## src/rtl/bsrd_pkg.sv

```systemverilog
package bsrd_pkg;

    typedef enum logic [2:0] {
        RG_DIRECT,
        RG_RDONLY,
        RG_FIFOPORT,
        RG_FIFOWIN,
        RG_PRIVATE,
        RG_NONE
    } region_e;

    typedef enum logic [2:0] {
        ST_IDLE,
        ST_WR_PASS,
        ST_RD_PASS,
        ST_POP,
        ST_WR_DROP,
        ST_RD_DROP
    } acc_state_e;

endpackage

```

## src/rtl/bsrd_region_map.sv

```systemverilog
module bsrd_region_map
    import bsrd_pkg::*;
#(
    parameter int ADDR_W    = 8,
    parameter int BLK_LOG   = 3,
    parameter int RO_MAX    = 'h78,
    parameter int FIFO_MAX  = 'h78,
    parameter int RAM_MAX   = 'h100,
    parameter int PORT_ADDR = 'h7F
) (
    input  logic [ADDR_W:0]   ro_base,
    input  logic [ADDR_W:0]   fifo_base,
    input  logic [ADDR_W:0]   ram_base,
    input  logic [ADDR_W-1:0] addr,
    output logic              cfg_ok,
    output region_e           region
);
    localparam int BASE_W = ADDR_W + 1;

    logic [BASE_W-1:0] a_ext;
    logic              aligned;
    logic              in_limits;
    logic              ordered;

    assign a_ext     = {1'b0, addr};
    assign aligned   = (ro_base[BLK_LOG-1:0] == '0) && (fifo_base[BLK_LOG-1:0] == '0)
                    && (ram_base[BLK_LOG-1:0] == '0);
    assign in_limits = (ro_base <= BASE_W'(RO_MAX)) && (fifo_base <= BASE_W'(FIFO_MAX))
                    && (ram_base <= BASE_W'(RAM_MAX));
    assign ordered   = (ro_base <= fifo_base) && (fifo_base <= ram_base);
    assign cfg_ok    = aligned && in_limits && ordered;

    always_comb begin
        if (!cfg_ok)                          region = RG_NONE;
        else if (a_ext < ro_base)             region = RG_DIRECT;
        else if (addr == ADDR_W'(PORT_ADDR))  region = RG_FIFOPORT;
        else if (a_ext < fifo_base)           region = RG_RDONLY;
        else if (a_ext < ram_base)            region = RG_FIFOWIN;
        else                                  region = RG_PRIVATE;
    end
endmodule

```

## src/rtl/bsrd_access_fsm.sv

```systemverilog
module bsrd_access_fsm
    import bsrd_pkg::*;
#(
    parameter int ADDR_W = 8,
    parameter int DATA_W = 8
) (
    input  logic              clk,
    input  logic              rst_n,
    input  logic              bus_wr,
    input  logic              bus_rd,
    input  logic [ADDR_W-1:0] bus_addr,
    input  logic [DATA_W-1:0] bus_wdata,
    input  region_e           region,
    input  logic              err_clr,
    output logic [ADDR_W-1:0] lram_addr,
    output logic [DATA_W-1:0] lram_wdata,
    output logic              lram_we,
    output logic              lram_re,
    output logic              fifo_pop,
    output logic              wr_err,
    output logic              hit_valid
);
    acc_state_e state_q, state_d;

    always_comb begin
        state_d = ST_IDLE;
        if (bus_wr) begin
            state_d = (region == RG_DIRECT) ? ST_WR_PASS : ST_WR_DROP;
        end else if (bus_rd) begin
            unique case (region)
                RG_DIRECT, RG_RDONLY: state_d = ST_RD_PASS;
                RG_FIFOPORT:          state_d = ST_POP;
                default:              state_d = ST_RD_DROP;
            endcase
        end
    end

    always_ff @(posedge clk or negedge rst_n) begin
        if (!rst_n) begin
            state_q    <= ST_IDLE;
            lram_addr  <= '0;
            lram_wdata <= '0;
        end else begin
            state_q <= state_d;
            if (bus_wr || bus_rd) begin
                lram_addr  <= bus_addr;
                lram_wdata <= bus_wdata;
            end
        end
    end

    always_comb begin
        lram_we   = 1'b0;
        lram_re   = 1'b0;
        fifo_pop  = 1'b0;
        hit_valid = 1'b0;
        unique case (state_q)
            ST_WR_PASS: begin
                lram_we   = 1'b1;
                hit_valid = 1'b1;
            end
            ST_RD_PASS: lram_re  = 1'b1;
            ST_POP:     fifo_pop = 1'b1;
            default: ;
        endcase
    end

    always_ff @(posedge clk or negedge rst_n) begin
        if (!rst_n)                     wr_err <= 1'b0;
        else if (state_q == ST_WR_DROP) wr_err <= 1'b1;
        else if (err_clr)               wr_err <= 1'b0;
    end

    assert_pop_follows_port_read_R5: assert property (@(posedge clk) disable iff (!rst_n)
        (bus_rd && !bus_wr && region == RG_FIFOPORT) |=> (fifo_pop && !lram_re));
    assert_rdonly_write_blocked_R4: assert property (@(posedge clk) disable iff (!rst_n)
        (bus_wr && region == RG_RDONLY) |=> !lram_we);
    assert_invalid_cfg_blocks_R8: assert property (@(posedge clk) disable iff (!rst_n)
        ((bus_wr || bus_rd) && region == RG_NONE) |=> !(lram_we || lram_re || fifo_pop));
    assert_err_sticky_R9: assert property (@(posedge clk) disable iff (!rst_n)
        (wr_err && !err_clr) |=> wr_err);
endmodule

```

## src/rtl/bsrd_acc_irq.sv

```systemverilog
module bsrd_acc_irq #(
    parameter int ADDR_W      = 8,
    parameter int BYTE_SLOTS  = 16,
    parameter int GROUP_SLOTS = 16,
    parameter int GROUP_LOG   = 2
) (
    input  logic                                  clk,
    input  logic                                  rst_n,
    input  logic                                  hit_valid,
    input  logic [ADDR_W-1:0]                     hit_addr,
    input  logic [BYTE_SLOTS+GROUP_SLOTS-1:0]     cpu_wdata,
    input  logic                                  cpu_en_we,
    input  logic                                  cpu_set_we,
    input  logic                                  cpu_clr_we,
    output logic [BYTE_SLOTS+GROUP_SLOTS-1:0]     acc_enable,
    output logic [BYTE_SLOTS+GROUP_SLOTS-1:0]     acc_status,
    output logic                                  acc_irq
);
    localparam int IRQ_W    = BYTE_SLOTS + GROUP_SLOTS;
    localparam int GROUP_SZ = 1 << GROUP_LOG;

    logic [IRQ_W-1:0] hit_mask;
    logic [IRQ_W-1:0] set_mask;
    logic [IRQ_W-1:0] clr_mask;

    for (genvar i = 0; i < BYTE_SLOTS; i++) begin : g_byte_bit
        assign hit_mask[IRQ_W-1-i] = hit_valid && (hit_addr == ADDR_W'(i));
    end

    for (genvar g = 0; g < GROUP_SLOTS; g++) begin : g_group_bit
        assign hit_mask[GROUP_SLOTS-1-g] = hit_valid
            && (hit_addr == ADDR_W'(BYTE_SLOTS + g * GROUP_SZ + GROUP_SZ - 1));
    end

    assign set_mask = cpu_set_we ? cpu_wdata : '0;
    assign clr_mask = cpu_clr_we ? cpu_wdata : '0;

    always_ff @(posedge clk or negedge rst_n) begin
        if (!rst_n) begin
            acc_enable <= '0;
            acc_status <= '0;
        end else begin
            if (cpu_en_we) acc_enable <= cpu_wdata;
            acc_status <= (acc_status & ~clr_mask) | set_mask | hit_mask;
        end
    end

    assign acc_irq = |(acc_status & acc_enable);

    assert_set_lands_R12: assert property (@(posedge clk) disable iff (!rst_n)
        cpu_set_we |=> ((acc_status & $past(cpu_wdata)) == $past(cpu_wdata)));
    assert_hit_beats_clear_R12: assert property (@(posedge clk) disable iff (!rst_n)
        (hit_valid && hit_addr == '0) |=> acc_status[IRQ_W-1]);
endmodule

```

## src/rtl/bus_region_decoder.sv

```systemverilog
module bus_region_decoder
    import bsrd_pkg::*;
#(
    parameter int ADDR_W      = 8,
    parameter int DATA_W      = 8,
    parameter int BYTE_SLOTS  = 16,
    parameter int GROUP_SLOTS = 16
) (
    input  logic                              clk,
    input  logic                              rst_n,
    input  logic [ADDR_W:0]                   ro_base,
    input  logic [ADDR_W:0]                   fifo_base,
    input  logic [ADDR_W:0]                   ram_base,
    input  logic [ADDR_W-1:0]                 bus_addr,
    input  logic [DATA_W-1:0]                 bus_wdata,
    input  logic                              bus_wr,
    input  logic                              bus_rd,
    input  logic                              err_clr,
    input  logic [BYTE_SLOTS+GROUP_SLOTS-1:0] cpu_wdata,
    input  logic                              cpu_en_we,
    input  logic                              cpu_set_we,
    input  logic                              cpu_clr_we,
    output logic [ADDR_W-1:0]                 lram_addr,
    output logic [DATA_W-1:0]                 lram_wdata,
    output logic                              lram_we,
    output logic                              lram_re,
    output logic                              fifo_pop,
    output logic                              cfg_valid,
    output logic                              wr_err,
    output logic [BYTE_SLOTS+GROUP_SLOTS-1:0] acc_enable,
    output logic [BYTE_SLOTS+GROUP_SLOTS-1:0] acc_status,
    output logic                              acc_irq
);
    region_e region;
    logic    hit_valid;

    bsrd_region_map #(.ADDR_W(ADDR_W)) u_map (
        .ro_base   (ro_base),
        .fifo_base (fifo_base),
        .ram_base  (ram_base),
        .addr      (bus_addr),
        .cfg_ok    (cfg_valid),
        .region    (region)
    );

    bsrd_access_fsm #(.ADDR_W(ADDR_W), .DATA_W(DATA_W)) u_fsm (
        .clk        (clk),
        .rst_n      (rst_n),
        .bus_wr     (bus_wr),
        .bus_rd     (bus_rd),
        .bus_addr   (bus_addr),
        .bus_wdata  (bus_wdata),
        .region     (region),
        .err_clr    (err_clr),
        .lram_addr  (lram_addr),
        .lram_wdata (lram_wdata),
        .lram_we    (lram_we),
        .lram_re    (lram_re),
        .fifo_pop   (fifo_pop),
        .wr_err     (wr_err),
        .hit_valid  (hit_valid)
    );

    bsrd_acc_irq #(
        .ADDR_W      (ADDR_W),
        .BYTE_SLOTS  (BYTE_SLOTS),
        .GROUP_SLOTS (GROUP_SLOTS),
        .GROUP_LOG   (2)
    ) u_irq (
        .clk        (clk),
        .rst_n      (rst_n),
        .hit_valid  (hit_valid),
        .hit_addr   (lram_addr),
        .cpu_wdata  (cpu_wdata),
        .cpu_en_we  (cpu_en_we),
        .cpu_set_we (cpu_set_we),
        .cpu_clr_we (cpu_clr_we),
        .acc_enable (acc_enable),
        .acc_status (acc_status),
        .acc_irq    (acc_irq)
    );

    assert_invalid_write_flags_R8: assert property (@(posedge clk) disable iff (!rst_n)
        (bus_wr && !cfg_valid) |=> !lram_we);
endmodule

```

## config.mk

```make
export PLATFORM = sky130hd
export DESIGN_NAME = bus_region_decoder
export DESIGN_NICKNAME = d
export VERILOG_FILES = /design/src/rtl/bsrd_pkg.sv /design/src/rtl/bsrd_region_map.sv /design/src/rtl/bsrd_access_fsm.sv /design/src/rtl/bsrd_acc_irq.sv /design/src/rtl/bus_region_decoder.sv
export SDC_FILE = /design/constraint.sdc
export NUM_CORES = 1
export LEC_CHECK = 0
export CAP_MARGIN = 10
export CORE_MARGIN = 1
export CORE_UTILIZATION = 45
export DETAILED_ROUTE_END_ITERATION = 10
export PLACE_DENSITY = 0.86
export RECOVER_POWER = 25
export SYNTH_ARGS = -nofsm -noshare
export SYNTH_HDL_FRONTEND = slang
export SYNTH_SLANG_ARGS = --single-unit
```

## constraint.sdc

```tcl
create_clock -name clk -period 1.85 [get_ports clk]
set_clock_uncertainty 0.2 [all_clocks]
set_input_delay 0.185 -clock clk [delete_from_list [all_inputs] [get_ports clk]]
set_output_delay 0.185 -clock clk [all_outputs]
set_load 0.05 [all_outputs]
```

==> out/results.txt <==
worst path bufs/invs: 1
largest net degree at the start of global routing: 40
main combinational cell family by area after synthesis: compound AO/OA/AOI/OAI gates
Fin. Hold Viols: 0
max-cap violation count: 0
DRT Pass-1 Iters: 9
CTS tree: yes
nets@finish: 802
Post-Route WL: 15,900 um
CTS Buffer Depth: 2
Routed WL per cell: 19.3 um
post-synthesis mux area share: 12.0%
hold_ws: 0.0404 ns
crit path kind: register to primary output
Synth warnings: 0
layout cells sized above 1: 49.4%
Max Clk Rate: 420 MHz
num ports: 169
Synth async-reset ratio: 100%
Max VDD drop: 0.000421 V
element type at the critical path end: primary output
global placer's final weighted congestion: 0.911
P&R area growth vs syn: 67.7%
vias in the first global route: 4,835
violations in the final reports: setup timing
Starting DRT DRC Count: 346
Die X: 102 um
Overall Global Routing Usage: 30.0%
Compound-Gate Fraction of Synth Area: 15.3%
routed via count: 4,761
row cnt: 36
CP required: 1.46 ns
Worst Setup Start Kind: register
fin crit share: 129%
Synth Net Count: 537
Synth Flop Type: dfrtp_1
CP max FO: 2
slowest CP cell: or4_4
status: finished with violations
DIE AREA: 10,400 um2
CP Data Arrival Time: 1.99 ns
CTS buffer count: 9
Yosys reg bits: 84
Cell Chain, Critical Path: a22o_1 -> a221oi_2 -> nand3_1 -> or4_4 -> buf_8
pwr dens: 807 nW/um2
H-tree depth: 3
Final HPWL DP: 11,500 um
critical path's top delay family: simple AND/OR/NAND/NOR gates
clk root buf: clkbuf_8
post-synthesis cell type count: 44
IO buf count: 168
GRT Residual Overflow: 0
commonest cells after routing, fill and taps aside: 173 x buf_4, 72 x dfrtp_1, 48 x inv_1, 48 x mux2_2, 47 x clkdlybuf4s50_1
largest stage delay on the critical path: 0.50 ns
non-filler instance count after layout: 825
Antenna diodes: 0
initial core utilization: 46.4%
Pins Over Slew Limit: 0
minimum clock period: 2.38 ns
DP Worst Slack: -0.760 ns
Placed Cells: 797
adder-cell share of the synthesized area: 8.86%
EDFF count, synth: 0
Core Footprint: 9730 um2
Setup Viol. Count Final: 4
most common library cell in the layout ignoring fill and taps: buf_4
PnR worst setup slack: -0.529 ns
Final Power: 6110 uW
Clock transition at path regs: 0.08 ns
cell area after synthesis: 4520 um2
register area share after synthesis: 46.5%
Antenna Nets Post-Route: 0
Simple-Gate Fraction of Synth Area: 11.2%
DR vias/cell: 5.77
Post-Synthesis Cells: 422
xor/xnor cell area share of the yosys netlist: 0%
initial antenna violation count: 0
Slew HR: 49.3%
fillers: 635
path category of the worst min-delay check: input pin to register
worst skew pair latency: 0.36 ns
Die H: 102 um
Lkg Pwr: 0.00358 uW
Mapped Avg Cell Area: 10.7 um2
clk sinks: 84
drt drc: 0
Least-Margin Pin Slew: 0.760 ns
RSZ-0062 raised after global routing: yes
first-pass GRT wire length: 23,600 um
## cells by family after synthesis
group | count (synthesis)
adder cells (fa/ha/maj) | 32
multiplexers | 48
flip-flops | 84
AO/OA/AOI/OAI | 83
buffers and inverters | 73
AND/OR/NAND/NOR | 102
## sequential cells by signal (all words and copies together) (netlist names)
name	flops
u_fsm.lram_addr	8
u_fsm.lram_wdata	8
u_fsm.state_q	3
u_fsm.wr_err	1
u_irq.acc_enable	32
u_irq.acc_status	32
## tightest hold or removal path, stage by stage
cell and delay, ns:
dlymetal6s2s_1 0.12, buf_4 0.13, mux2_2 0.13
## per-stage QoR
step / setup TNS [ns] / instance area, um2 / util [%]
after floorplan: -0.195 / 4590 / -
after detailed placement: -3.60 / 6920 / 71.2
final: -0.825 / 7570 / 77.8
after CTS: -0.818 / 7390 / 75.9
after global placement: -3.18 / 6920 / 71.2
after global routing: -1.02 / 7570 / 77.8
## cell type report
| type | instances | area [um2] | share of cell area (%) |
|---|---|---|---|
| clock inverters | 6 | 136 | 1.80 |
| clock buffers | 10 | 128 | 1.69 |
| well taps | 133 | 166 | 2.20 |
| flip-flops and latches | 84 | 2120 | 28.0 |
| multi-input cells | 265 | 2530 | 33.4 |
| inverters | 62 | 249 | 3.29 |
| repair buffers | 265 | 2250 | 29.7 |
## final timing paths
path	start	end	slack, ns	cells past startpoint
worst max-delay path	u_irq.acc_status[3]	acc_irq	-0.53	5
worst min-delay path	bus_addr[1]	u_fsm.lram_addr[1]	0.04	3
worst max register to register	u_fsm.lram_addr[5]	u_irq.acc_status[17]	0.05	7
worst min register to register	u_fsm.lram_wdata[2]	u_fsm.lram_wdata[2]	0.31	1
max in group asynchronous	rst_n	u_irq.acc_status[21]	0.22	3
min in group asynchronous	rst_n	u_irq.acc_status[10]	0.22	2
## power by group
part	switching [uW]	internal, uW	total, uW
combinational	1300	912	2210
clock	682	1040	1720
sequential	152	2020	2180
total	2140	3970	6110
## routing by layer
metal | track usage, % | part of all wire, % | vias to the layer above
li1 | - | - | 2106
met3 | 7.39 | 10 | 38
met5 | 0 | 0 | -
met2 | 52.5 | 50 | 308
met1 | 34.1 | 37 | 2309
met4 | 15.3 | 2.8 | 0
## what timing repair did
| item | in CTS | in global routing |
|---|---|---|
| hold buffers | 1 | 0 |
| gates resized for setup | 97 | 82 |
| hold endpoints to repair | 84 | 0 |
| pin swaps | 24 | 31 |
| endpoints found under the setup margin | 19 | 21 |
| buffers inserted | 7 | 5 |
## cell usage after synthesis (2+ instances only)
master	instances	area (um2)
nor3_1	5	25.0
nor4b_1	3	26.3
a22o_1	2	17.5
a211oi_1	2	15.0
a221oi_1	3	26.3
nor2_1	17	63.8
clkbuf_1	7	26.3
nand3_1	7	35.0
nor3b_1	2	15.0
a22oi_1	12	90.1
a21o_1	5	37.5
nand2_1	40	150
buf_1	3	11.3
o211ai_1	2	15.0
nand4_1	7	43.8
o21a_1	3	22.5
a222oi_1	32	320
nor4_1	4	25.0
mux2_2	48	541
a31oi_1	2	12.5
nand2b_1	5	31.3
nor2b_1	4	25.0
ha_1	32	400
inv_1	62	233
a21oi_1	6	30.0
dfrtp_1	84	2100
o21ai_0	6	30.0
Note: power is estimated with default switching activity, not from simulation.
